$ cat config.mk
export PLATFORM = sky130hd
export DESIGN_NAME = osc_wait_timer
export DESIGN_NICKNAME = d
export VERILOG_FILES = /design/src/rtl/osc_wait_pkg.sv /design/src/rtl/owt_sel_reg.sv /design/src/rtl/owt_counter.sv /design/src/rtl/owt_wait_ctrl.sv /design/src/rtl/osc_wait_timer.sv
export SDC_FILE = /design/constraint.sdc
export NUM_CORES = 1
export LEC_CHECK = 0
export ABC_CLOCK_PERIOD_IN_PS = 3300
export BUFFER_PORTS_ARGS = -buffer_cell sky130_fd_sc_hd__buf_4
export CORE_MARGIN = 8
export CORE_UTILIZATION = 41
export DETAILED_ROUTE_END_ITERATION = 7
export GPL_TIMING_DRIVEN = 0
export SETUP_SLACK_MARGIN = 0.5
export SLEW_MARGIN = 0
export SYNTH_ARGS = -nofsm -noshare
export SYNTH_HDL_FRONTEND = slang
export SYNTH_HIERARCHICAL = 1
export SYNTH_SLANG_ARGS = --single-unit
$ cat constraint.sdc
create_clock -name clk -period 3.3 [get_ports clk]
set_clock_uncertainty 0.1 [all_clocks]
set_input_delay 0.99 -clock clk [delete_from_list [all_inputs] [get_ports clk]]
set_output_delay 0.99 -clock clk [all_outputs]
set_load 0.02 [all_outputs]
$ cat src/rtl/osc_wait_pkg.sv
package osc_wait_pkg;

  typedef enum logic [1:0] {
    ST_WAKE  = 2'd0,
    ST_COUNT = 2'd1,
    ST_READY = 2'd2,
    ST_STOP  = 2'd3
  } owt_state_e;

  // exponent chosen by a two-bit wait code
  function automatic int unsigned code_to_exp(input logic [1:0] code,
                                              input int unsigned e0,
                                              input int unsigned e1,
                                              input int unsigned e2,
                                              input int unsigned e3);
    case (code)
      2'd0:    return e0;
      2'd1:    return e1;
      2'd2:    return e2;
      default: return e3;
    endcase
  endfunction

  function automatic int unsigned max_of4(input int unsigned a,
                                          input int unsigned b,
                                          input int unsigned c,
                                          input int unsigned d);
    int unsigned m;
    m = a;
    if (b > m) m = b;
    if (c > m) m = c;
    if (d > m) m = d;
    return m;
  endfunction

endpackage

$ cat src/rtl/owt_sel_reg.sv
module owt_sel_reg #(
  parameter int unsigned BUS_W  = 8,
  parameter int unsigned CODE_W = 2
) (
  input  logic              clk,
  input  logic              rst_n,
  input  logic              wr_en,
  input  logic [BUS_W-1:0]  wr_data,
  output logic [CODE_W-1:0] code,
  output logic [BUS_W-1:0]  rd_data
);

  localparam int unsigned PAD_W = BUS_W - CODE_W;

  always_ff @(posedge clk or negedge rst_n) begin
    if (!rst_n) begin
      code <= '0;
    end else if (wr_en) begin
      code <= wr_data[CODE_W-1:0];
    end
  end

  assign rd_data = {{PAD_W{1'b0}}, code};

endmodule

$ cat src/rtl/owt_counter.sv
module owt_counter #(
  parameter int unsigned CNT_W = 17,
  parameter int unsigned EXP0  = 10,
  parameter int unsigned EXP1  = 12,
  parameter int unsigned EXP2  = 15,
  parameter int unsigned EXP3  = 17
) (
  input  logic       clk,
  input  logic       rst_n,
  input  logic       clear,
  input  logic       run,
  input  logic [1:0] code,
  output logic       done
);
  import osc_wait_pkg::*;

  logic [CNT_W-1:0] cnt;
  logic [CNT_W-1:0] last_val;

  always_comb begin
    last_val = CNT_W'((64'd1 << code_to_exp(code, EXP0, EXP1, EXP2, EXP3)) - 64'd1);
  end

  always_ff @(posedge clk or negedge rst_n) begin
    if (!rst_n) begin
      cnt <= '0;
    end else if (clear) begin
      cnt <= '0;
    end else if (run) begin
      cnt <= cnt + 1'b1;
    end
  end

  assign done = run && (cnt == last_val);

endmodule

$ cat src/rtl/owt_wait_ctrl.sv
module owt_wait_ctrl (
  input  logic       clk,
  input  logic       rst_n,
  input  logic       stop_enter,
  input  logic       stop_release,
  input  logic       osc_running,
  input  logic       src_is_xtal,
  input  logic [1:0] reg_code,
  input  logic [1:0] por_code,
  input  logic       wait_done,
  output logic       wait_start,
  output logic       counting,
  output logic       in_stop,
  output logic       clk_ready,
  output logic [1:0] active_code
);
  import osc_wait_pkg::*;

  owt_state_e state, state_nxt;
  logic       use_por;
  logic [1:0] code_lat;

  assign in_stop    = (state == ST_STOP);
  assign counting   = (state == ST_COUNT);
  assign clk_ready  = (state == ST_READY);
  assign wait_start = (state == ST_WAKE) && !stop_enter && src_is_xtal && osc_running;

  always_comb begin
    state_nxt = state;
    case (state)
      ST_WAKE: begin
        if (stop_enter)        state_nxt = ST_STOP;
        else if (!src_is_xtal) state_nxt = ST_READY;
        else if (osc_running)  state_nxt = ST_COUNT;
      end
      ST_COUNT: begin
        if (stop_enter)     state_nxt = ST_STOP;
        else if (wait_done) state_nxt = ST_READY;
      end
      ST_READY: begin
        if (stop_enter) state_nxt = ST_STOP;
      end
      default: begin
        if (stop_release) state_nxt = src_is_xtal ? ST_WAKE : ST_READY;
      end
    endcase
  end

  always_ff @(posedge clk or negedge rst_n) begin
    if (!rst_n) begin
      state       <= ST_WAKE;
      use_por     <= 1'b1;
      code_lat    <= '0;
      active_code <= '0;
    end else begin
      state <= state_nxt;
      if (in_stop && stop_release) begin
        code_lat <= reg_code;
        use_por  <= 1'b0;
      end
      if (wait_start) begin
        active_code <= use_por ? por_code : code_lat;
      end
    end
  end

endmodule

$ cat src/rtl/osc_wait_timer.sv
module osc_wait_timer #(
  parameter int unsigned WAIT_EXP0 = 10,
  parameter int unsigned WAIT_EXP1 = 12,
  parameter int unsigned WAIT_EXP2 = 15,
  parameter int unsigned WAIT_EXP3 = 17,
  parameter int unsigned BUS_W     = 8
) (
  input  logic             clk,
  input  logic             rst_n,
  input  logic             reg_wr_en,
  input  logic [BUS_W-1:0] reg_wr_data,
  output logic [BUS_W-1:0] reg_rd_data,
  input  logic             stop_enter,
  input  logic             stop_release,
  input  logic             osc_running,
  input  logic             src_is_xtal,
  input  logic [1:0]       por_sel,
  output logic             clk_ready
);
  import osc_wait_pkg::*;

  localparam int unsigned CNT_W = max_of4(WAIT_EXP0, WAIT_EXP1, WAIT_EXP2, WAIT_EXP3);

  logic [1:0] reg_code;
  logic [1:0] active_code;
  logic       wait_start;
  logic       wait_done;
  logic       counting;
  logic       in_stop;

  owt_sel_reg #(.BUS_W(BUS_W), .CODE_W(2)) u_sel (
    .clk     (clk),
    .rst_n   (rst_n),
    .wr_en   (reg_wr_en),
    .wr_data (reg_wr_data),
    .code    (reg_code),
    .rd_data (reg_rd_data)
  );

  owt_wait_ctrl u_ctrl (
    .clk          (clk),
    .rst_n        (rst_n),
    .stop_enter   (stop_enter),
    .stop_release (stop_release),
    .osc_running  (osc_running),
    .src_is_xtal  (src_is_xtal),
    .reg_code     (reg_code),
    .por_code     (por_sel),
    .wait_done    (wait_done),
    .wait_start   (wait_start),
    .counting     (counting),
    .in_stop      (in_stop),
    .clk_ready    (clk_ready),
    .active_code  (active_code)
  );

  owt_counter #(
    .CNT_W (CNT_W),
    .EXP0  (WAIT_EXP0),
    .EXP1  (WAIT_EXP1),
    .EXP2  (WAIT_EXP2),
    .EXP3  (WAIT_EXP3)
  ) u_cnt (
    .clk   (clk),
    .rst_n (rst_n),
    .clear (wait_start),
    .run   (counting),
    .code  (active_code),
    .done  (wait_done)
  );

endmodule

==> impl_metrics.ini, run 1 <==
[outcome]
outcome = complete, no violations

[layout]
drive_gt1_frac = 0.255
antenna_cells = 0
fin_nets = 218
layout_common_cells = dfrtp_1 (25), buf_4 (24), nor2_1 (19)
fin_area_sq_um = 1970
area_delta_synth_final_pct = 18.4
fillers = 368
final_common_cell = dfrtp_1

[critical_path]
path_cells = buf_4 -> nand4b_1 -> inv_2 -> o211a_1 -> nor4b_4 -> nand4_1 -> mux2_1
rrSetupSlack_ns = 0.61
slowest_delay_ns = 0.39
r2r_start = u_ctrl/active_code[0]$_DFFE_PN0P_
critPathSlowestCell = nor4b_4
r2r-end = u_ctrl/state[0]$_DFFE_PN0P_
crit_family = simple AND/OR/NAND/NOR gates
critPathArrivalTime_ns = 2.76
reg2reg_depth = 10
cp_num_buf_inv = 2
worstSetupPathType = input pin to register
start_kind = input pin
crit_required_ns = 3.36
path_max_fanout = 5
cp-end-kind = register

[yosys]
synth.top_cell.area_share = 0.377
synth_edf_count = 0
ys.flop_type = dfrtp_1
synthTopCellsByArea = dfrtp_1 (38%), ha_1 (9.0%), nor2_1 (4.3%), buf_4 (4.1%), xnor2_1 (3.7%)
ys_warn_count = 6
synth_compound_area_frac = 0.0873
synth_top_area_cell = dfrtp_1
synth_top_family_by_area = simple AND/OR/NAND/NOR gates
synth.ff_latch_count = 26
synth_xor_area_frac = 0.0685
synth_adder_area_share = 0.0904
ys_async_sr_fraction = 1.00
synth_cell_types = 46
yosys.area_share.simple = 0.213
syn_area_per_cell_sq_um = 10.1
synth_seq_area_share = 0.392
muxShareOfSynthArea = 0.0700
synthCells = 164
syn-cell-area_sq_um = 1660

[clock_network]
cts_sinks = 26
root_buffer = clkbuf_8
clk_pin_slew_ns = 0.09
htree_levels = 1
cts_buffer_depth = 2
clock_latency_ns = 0.27
cts_tree = yes
cts_buffers = 3

[placement]
place_ws_ns = 0.314
dpl.hpwl_um = 2430
io_buffers = 13
gp_congestion = 0.782
placed_cell_area_sq_um = 1840

[floorplan]
core_area_sq_um = 3940
rows = 23
die_w_um = 79.7
io_pins = 26
fp.dieArea_sq_um = 6350
initial_core_util = 0.421
die_h_um = 79.7

[detailed_routing]
num_vias = 1219
drt-initial-drc-count = 73
drt_pre_antenna_iters = 4
wl_per_cell_um = 14.3
drt-total-wl_um = 3410
drc_errors = 0
routed_via_density = 5.12
postRouteAntennaNets = 0

[worst_hold_path]
hp-start = u_ctrl/code_lat[1]$_DFFE_PN0P_
hold_class = register to register
hold_depth = 1
hold_end = u_ctrl/code_lat[1]$_DFFE_PN0P_

[sta]
hold_slack_ns = 0.415
setup_ws_ns = 0.602
worst_pin_slew_ns = 0.505
rsz0062_at_grt = false
drv_slew = 0
setup_tns_ns = 0
layout_worst_path_cycle_share = 0.818
setup_violations = 0
min_period_ns = 2.70
fmax_ghz = 0.371
hold_violations = 0
slew-limit-headroom = 0.663

[grt]
grt.busiest_layer = met2
groute.layer.met3.usage = 0.0259
grt_pass1_wl_um = 5690
overflow = 0
grt_usage = 0.112
antenna_found_initial = 0
grtUsageMet1 = 0.144
first_global_vias = 1242
grt_max_degree = 27
grt_use_met2 = 0.182

[pwr]
p_sw_mw = 0.489
pwr-share-seq = 0.366
powerDensity_nw_per_um2 = 679
vdd_ir_drop_max_mv = 0.347
clockPowerShare = 0.201
combinationalPowerShare = 0.433
p_int_mw = 0.847
p_leak_nw = 0.906
swShare = 0.366

[job]
timing.max_cap.violations = 0
==> per-layer routing <==
| layer | vias up | wire length (um) |
|---|---|---|
| met5 | - | 0 |
| met4 | 0 | 38 |
| met3 | 4 | 148 |
| met2 | 29 | 1610 |
| met1 | 579 | 1610 |
| li1 | 607 | - |
==> Yosys cell counts (5+ instances only) <==
master    n
nor3_1    5
a21oi_1   5
dfrtp_1  25
nor2_1   19
nand4_1   5
nand2_1   8
inv_1     9
xnor2_1   7
ha_1     12
xor2_1    6
buf_4     9
==> kinds of logic (layout without fill, tap and decap cells) <==
kind of cell               count (synthesis)  after routing
adders and majority gates                 12             12
AOI/OAI and AO/OA                         21             21
and+or+nand+nor                           60             60
other                                      1              6
muxes                                     10             10
DFF                                       26             26
xor gates and xnor gates                  13             13
buffers and inverters                     21             40
==> per-stage QoR <==
stage	total power, mW	cells	util
floorplan	0.890	169	-
global placement	0.978	232	0.467
detailed placement	1.01	232	0.467
CTS	1.28	236	0.485
global route	1.44	238	0.499
finish	1.34	238	0.499
==> how the worst max path moves through the flow <==
stage                                       from                          end  slack (ns)  cells after the start
6_report                              stop_enter    u_cnt/cnt[13]$_DFFE_PN0P_        0.60                      7
5_1_grt        u_ctrl/active_code[0]$_DFFE_PN0P_  u_ctrl/state[1]$_DFFE_PN0P_        0.48                     10
4_1_cts              u_ctrl/state[1]$_DFFE_PN0P_  u_ctrl/state[0]$_DFFE_PN0P_        0.52                     11
3_5_place_dp                          stop_enter    u_cnt/cnt[13]$_DFFE_PN0P_        0.31                      7
3_3_place_gp                          stop_enter    u_cnt/cnt[13]$_DFFE_PN0P_        0.36                      7
2_1_floorplan  u_ctrl/active_code[0]$_DFFE_PN0P_  u_ctrl/state[0]$_DFFE_PN0P_        0.76                     10
==> state kept, by name, indices dropped and copies added (netlist names) <==
register / count
u_ctrl/active_code: 2
u_ctrl/code_lat: 2
u_cnt/cnt: 17
u_ctrl/use_por: 1
u_sel/code: 2
u_ctrl/state: 2
==> power groups by stage <==
stage	clock network, mW	logic (mW)	registers (mW)
2_1_floorplan	0	0.420	0.470
3_3_place_gp	0	0.496	0.482
3_5_place_dp	0	0.524	0.489
4_1_cts	0.271	0.527	0.485
5_1_grt	0.284	0.649	0.502
6_report	0.269	0.578	0.489
==> what timing repair did <==
item | in CTS | in global routing
resized for setup | 1 | 7
gates cloned | 0 | 0
hold buffers | 0 | 0
buffers inserted | 0 | 2
pin swaps | 0 | 2
setup endpoints to repair | 2 | 3
==> final cells by class <==
class,count,area (sq um),area share
clock inverters,1,30.0,0.0153
plain buffers,12,92.6,0.0471
inverters,9,33.8,0.0172
well taps,50,62.6,0.0318
clock buffers,3,41.3,0.0210
multi-input cells,122,942,0.479
repair buffers,15,113,0.0573
flip-flops and latches,26,652,0.331
No activity file was read; power rests on OpenSTA's default activity.
==> run 2, diff against run 1 <==
Settings changed: ABC_CLOCK_PERIOD_IN_PS 3300 to 2300.
Clock period 3.3 ns to 2.3 ns, I/O delays scaled along.
==> run 2 against run 1 <==
  * The run now ends with negative setup slack left
  * Largest cell class unchanged
  * Sequential cell count stayed put
  * Worst setup slack lost 0.88 ns
  * Routed wire length rose by 8.0%
  * First-iteration DRC count fell by 45%
  * Sequential share of layout area down 3.1 points
  * Cell count grew 6.7%
  * Critical path depth increased by 4
  * Sequential power up 45%
  * Critical path type is now register to register
  * Total power is 46% higher
==> impl_metrics.ini, run 2 (synthesis results as in run 1) <==
[outcome]
violations = negative setup slack
outcome = complete, but fails checks

[critical_path]
worstSetupPathType = register to register
cp-end-kind = register
start_kind = register
critPathArrivalTime_ns = 2.65
path_max_fanout = 7
crit_required_ns = 2.37

[floorplan]
core_area_sq_um = 3940
die_w_um = 79.7
io_pins = 26
initial_core_util = 0.421
fp.dieArea_sq_um = 6350
die_h_um = 79.7
rows = 23

[layout]
layoutNonFillerInstCount = 254
layout_common_cells = buf_4 (36), dfrtp_1 (24), nor2_1 (19)
fin_util = 0.552
fin_nets = 234
fillers = 352
drive_gt1_frac = 0.392
largest_reg_flops = 17
final_common_cell = buf_4
area_delta_synth_final_pct = 30.9
top_register = u_cnt/cnt
antenna_cells = 0

[sta]
setup_ws_ns = -0.280
fmax_ghz = 0.388
hold_violations = 0
min_period_ns = 2.58
setup_violations = 2
layout_worst_path_cycle_share = 1.12
setup_tns_ns = -0.558
rsz0062_at_grt = true
drv_slew = 0

[clock_network]
cts_tree = yes
clk_pin_slew_ns = 0.09
holdBufCountCts = 0
root_buffer = clkbuf_8
htree_levels = 1
clock_latency_ns = 0.27
cts_buffer_depth = 2
cts_buffers = 3
cts_sinks = 26

[placement]
placedCellCount = 232
dpl.hpwl_um = 2510
gp_congestion = 0.759
io_buffers = 13

[grt]
first_global_vias = 1362
grtUsageMet1 = 0.138
grt_pass1_wl_um = 6180
antenna_found_initial = 0
grt_usage = 0.120
grt_use_met2 = 0.217
grt_max_degree = 27
groute.layer.met3.usage = 0.0236
overflow = 0
grt.busiest_layer = met2

[detailed_routing]
drt-total-wl_um = 3680
postRouteAntennaNets = 0
num_vias = 1313
routed_via_density = 5.17
drc_errors = 0
drt-initial-drc-count = 40
wl_per_cell_um = 14.5
drt_pre_antenna_iters = 4

[worst_hold_path]
hold_class = input pin to async pin

[pwr]
vdd_ir_drop_max_mv = 0.563
powerDensity_nw_per_um2 = 899
total_power_mw = 1.96
p_leak_nw = 0.992

[job]
timing.max_cap.violations = 0
==> run 2: cell count changes in the layout (fill, tap and decap cells not counted), sizes merged <==
cell / change
buf: +17
bufinv: -1
==> run 2: repair_timing <==
| item | 4_1_cts | 5_1_grt |
|---|---|---|
| buffers inserted | 16 | 2 |
| pin swaps | 3 | 5 |
| resized for setup | 19 | 8 |
| setup endpoints to repair | 19 | 21 |
==> run 2: path summary, 6_finish.rpt <==
check | start | endpoint | slack (ns) | cells past startpoint
worst max-delay path | u_ctrl/state[1]$_DFFE_PN0P_ | u_ctrl/state[1]$_DFFE_PN0P_ | -0.28 | 11
worst min-delay path | rst_n | u_cnt/cnt[7]$_DFFE_PN0P_ | 0.22 | 1
worst max register to register | u_ctrl/state[1]$_DFFE_PN0P_ | u_ctrl/state[1]$_DFFE_PN0P_ | -0.28 | 11
worst min register to register | u_ctrl/code_lat[0]$_DFFE_PN0P_ | u_ctrl/code_lat[0]$_DFFE_PN0P_ | 0.42 | 1
max in group asynchronous | rst_n | u_ctrl/use_por$_DFFE_PN1P_ | 1.58 | 1
min in group clk | u_ctrl/code_lat[0]$_DFFE_PN0P_ | u_ctrl/code_lat[0]$_DFFE_PN0P_ | 0.42 | 1
==> run 2: final cells by class <==
type / instances / area, sq um / area share
multi-input cells: 122 / 1020 / 0.470
clock buffers: 4 / 45.0 / 0.0207
well taps: 50 / 62.6 / 0.0288
repair buffers: 31 / 248 / 0.114
plain buffers: 12 / 108 / 0.0495
flip-flops and latches: 26 / 653 / 0.300
inverters: 9 / 36.3 / 0.0167
==> run 2: worst max-delay path, stage by stage (launching register included) <==
cell       delay [ns]
dfrtp_1          0.43
inv_2            0.12
ha_4             0.16
buf_4            0.17
and4_1           0.24
o21ai_1          0.11
a2111oi_4        0.33
o311a_1          0.22
inv_1            0.05
a21oi_2          0.12
o21ai_2          0.09
mux2_4           0.31
==> run 2: through the flow <==
step / area (sq um) / hold slack (ns) / setup slack, ns
floorplan: 1720 / 0.294 / -0.113
global placement: 1880 / 0.395 / -0.340
detailed placement: 1880 / 0.397 / -0.408
CTS: 2120 / 0.222 / -0.306
global route: 2180 / 0.238 / -0.374
finish: 2180 / 0.217 / -0.280
==> run 2: report_power, final <==
group	internal [mW]	switching [mW]	leakage [nW]	total, mW
logic	0.499	0.472	0.635	0.971
registers	0.571	0.139	0.334	0.710
clock network	0.124	0.150	0.0228	0.274
==> run 2: routing by layer <==
| layer | wire [um] | share of wire | vias up |
|---|---|---|---|
| li1 | - | - | 640 |
| met1 | 1600 | 0.43 | 641 |
| met2 | 1900 | 0.52 | 25 |
| met3 | 115 | 0.031 | 7 |
| met4 | 70 | 0.019 | 0 |
| met5 | 0 | 0 | - |
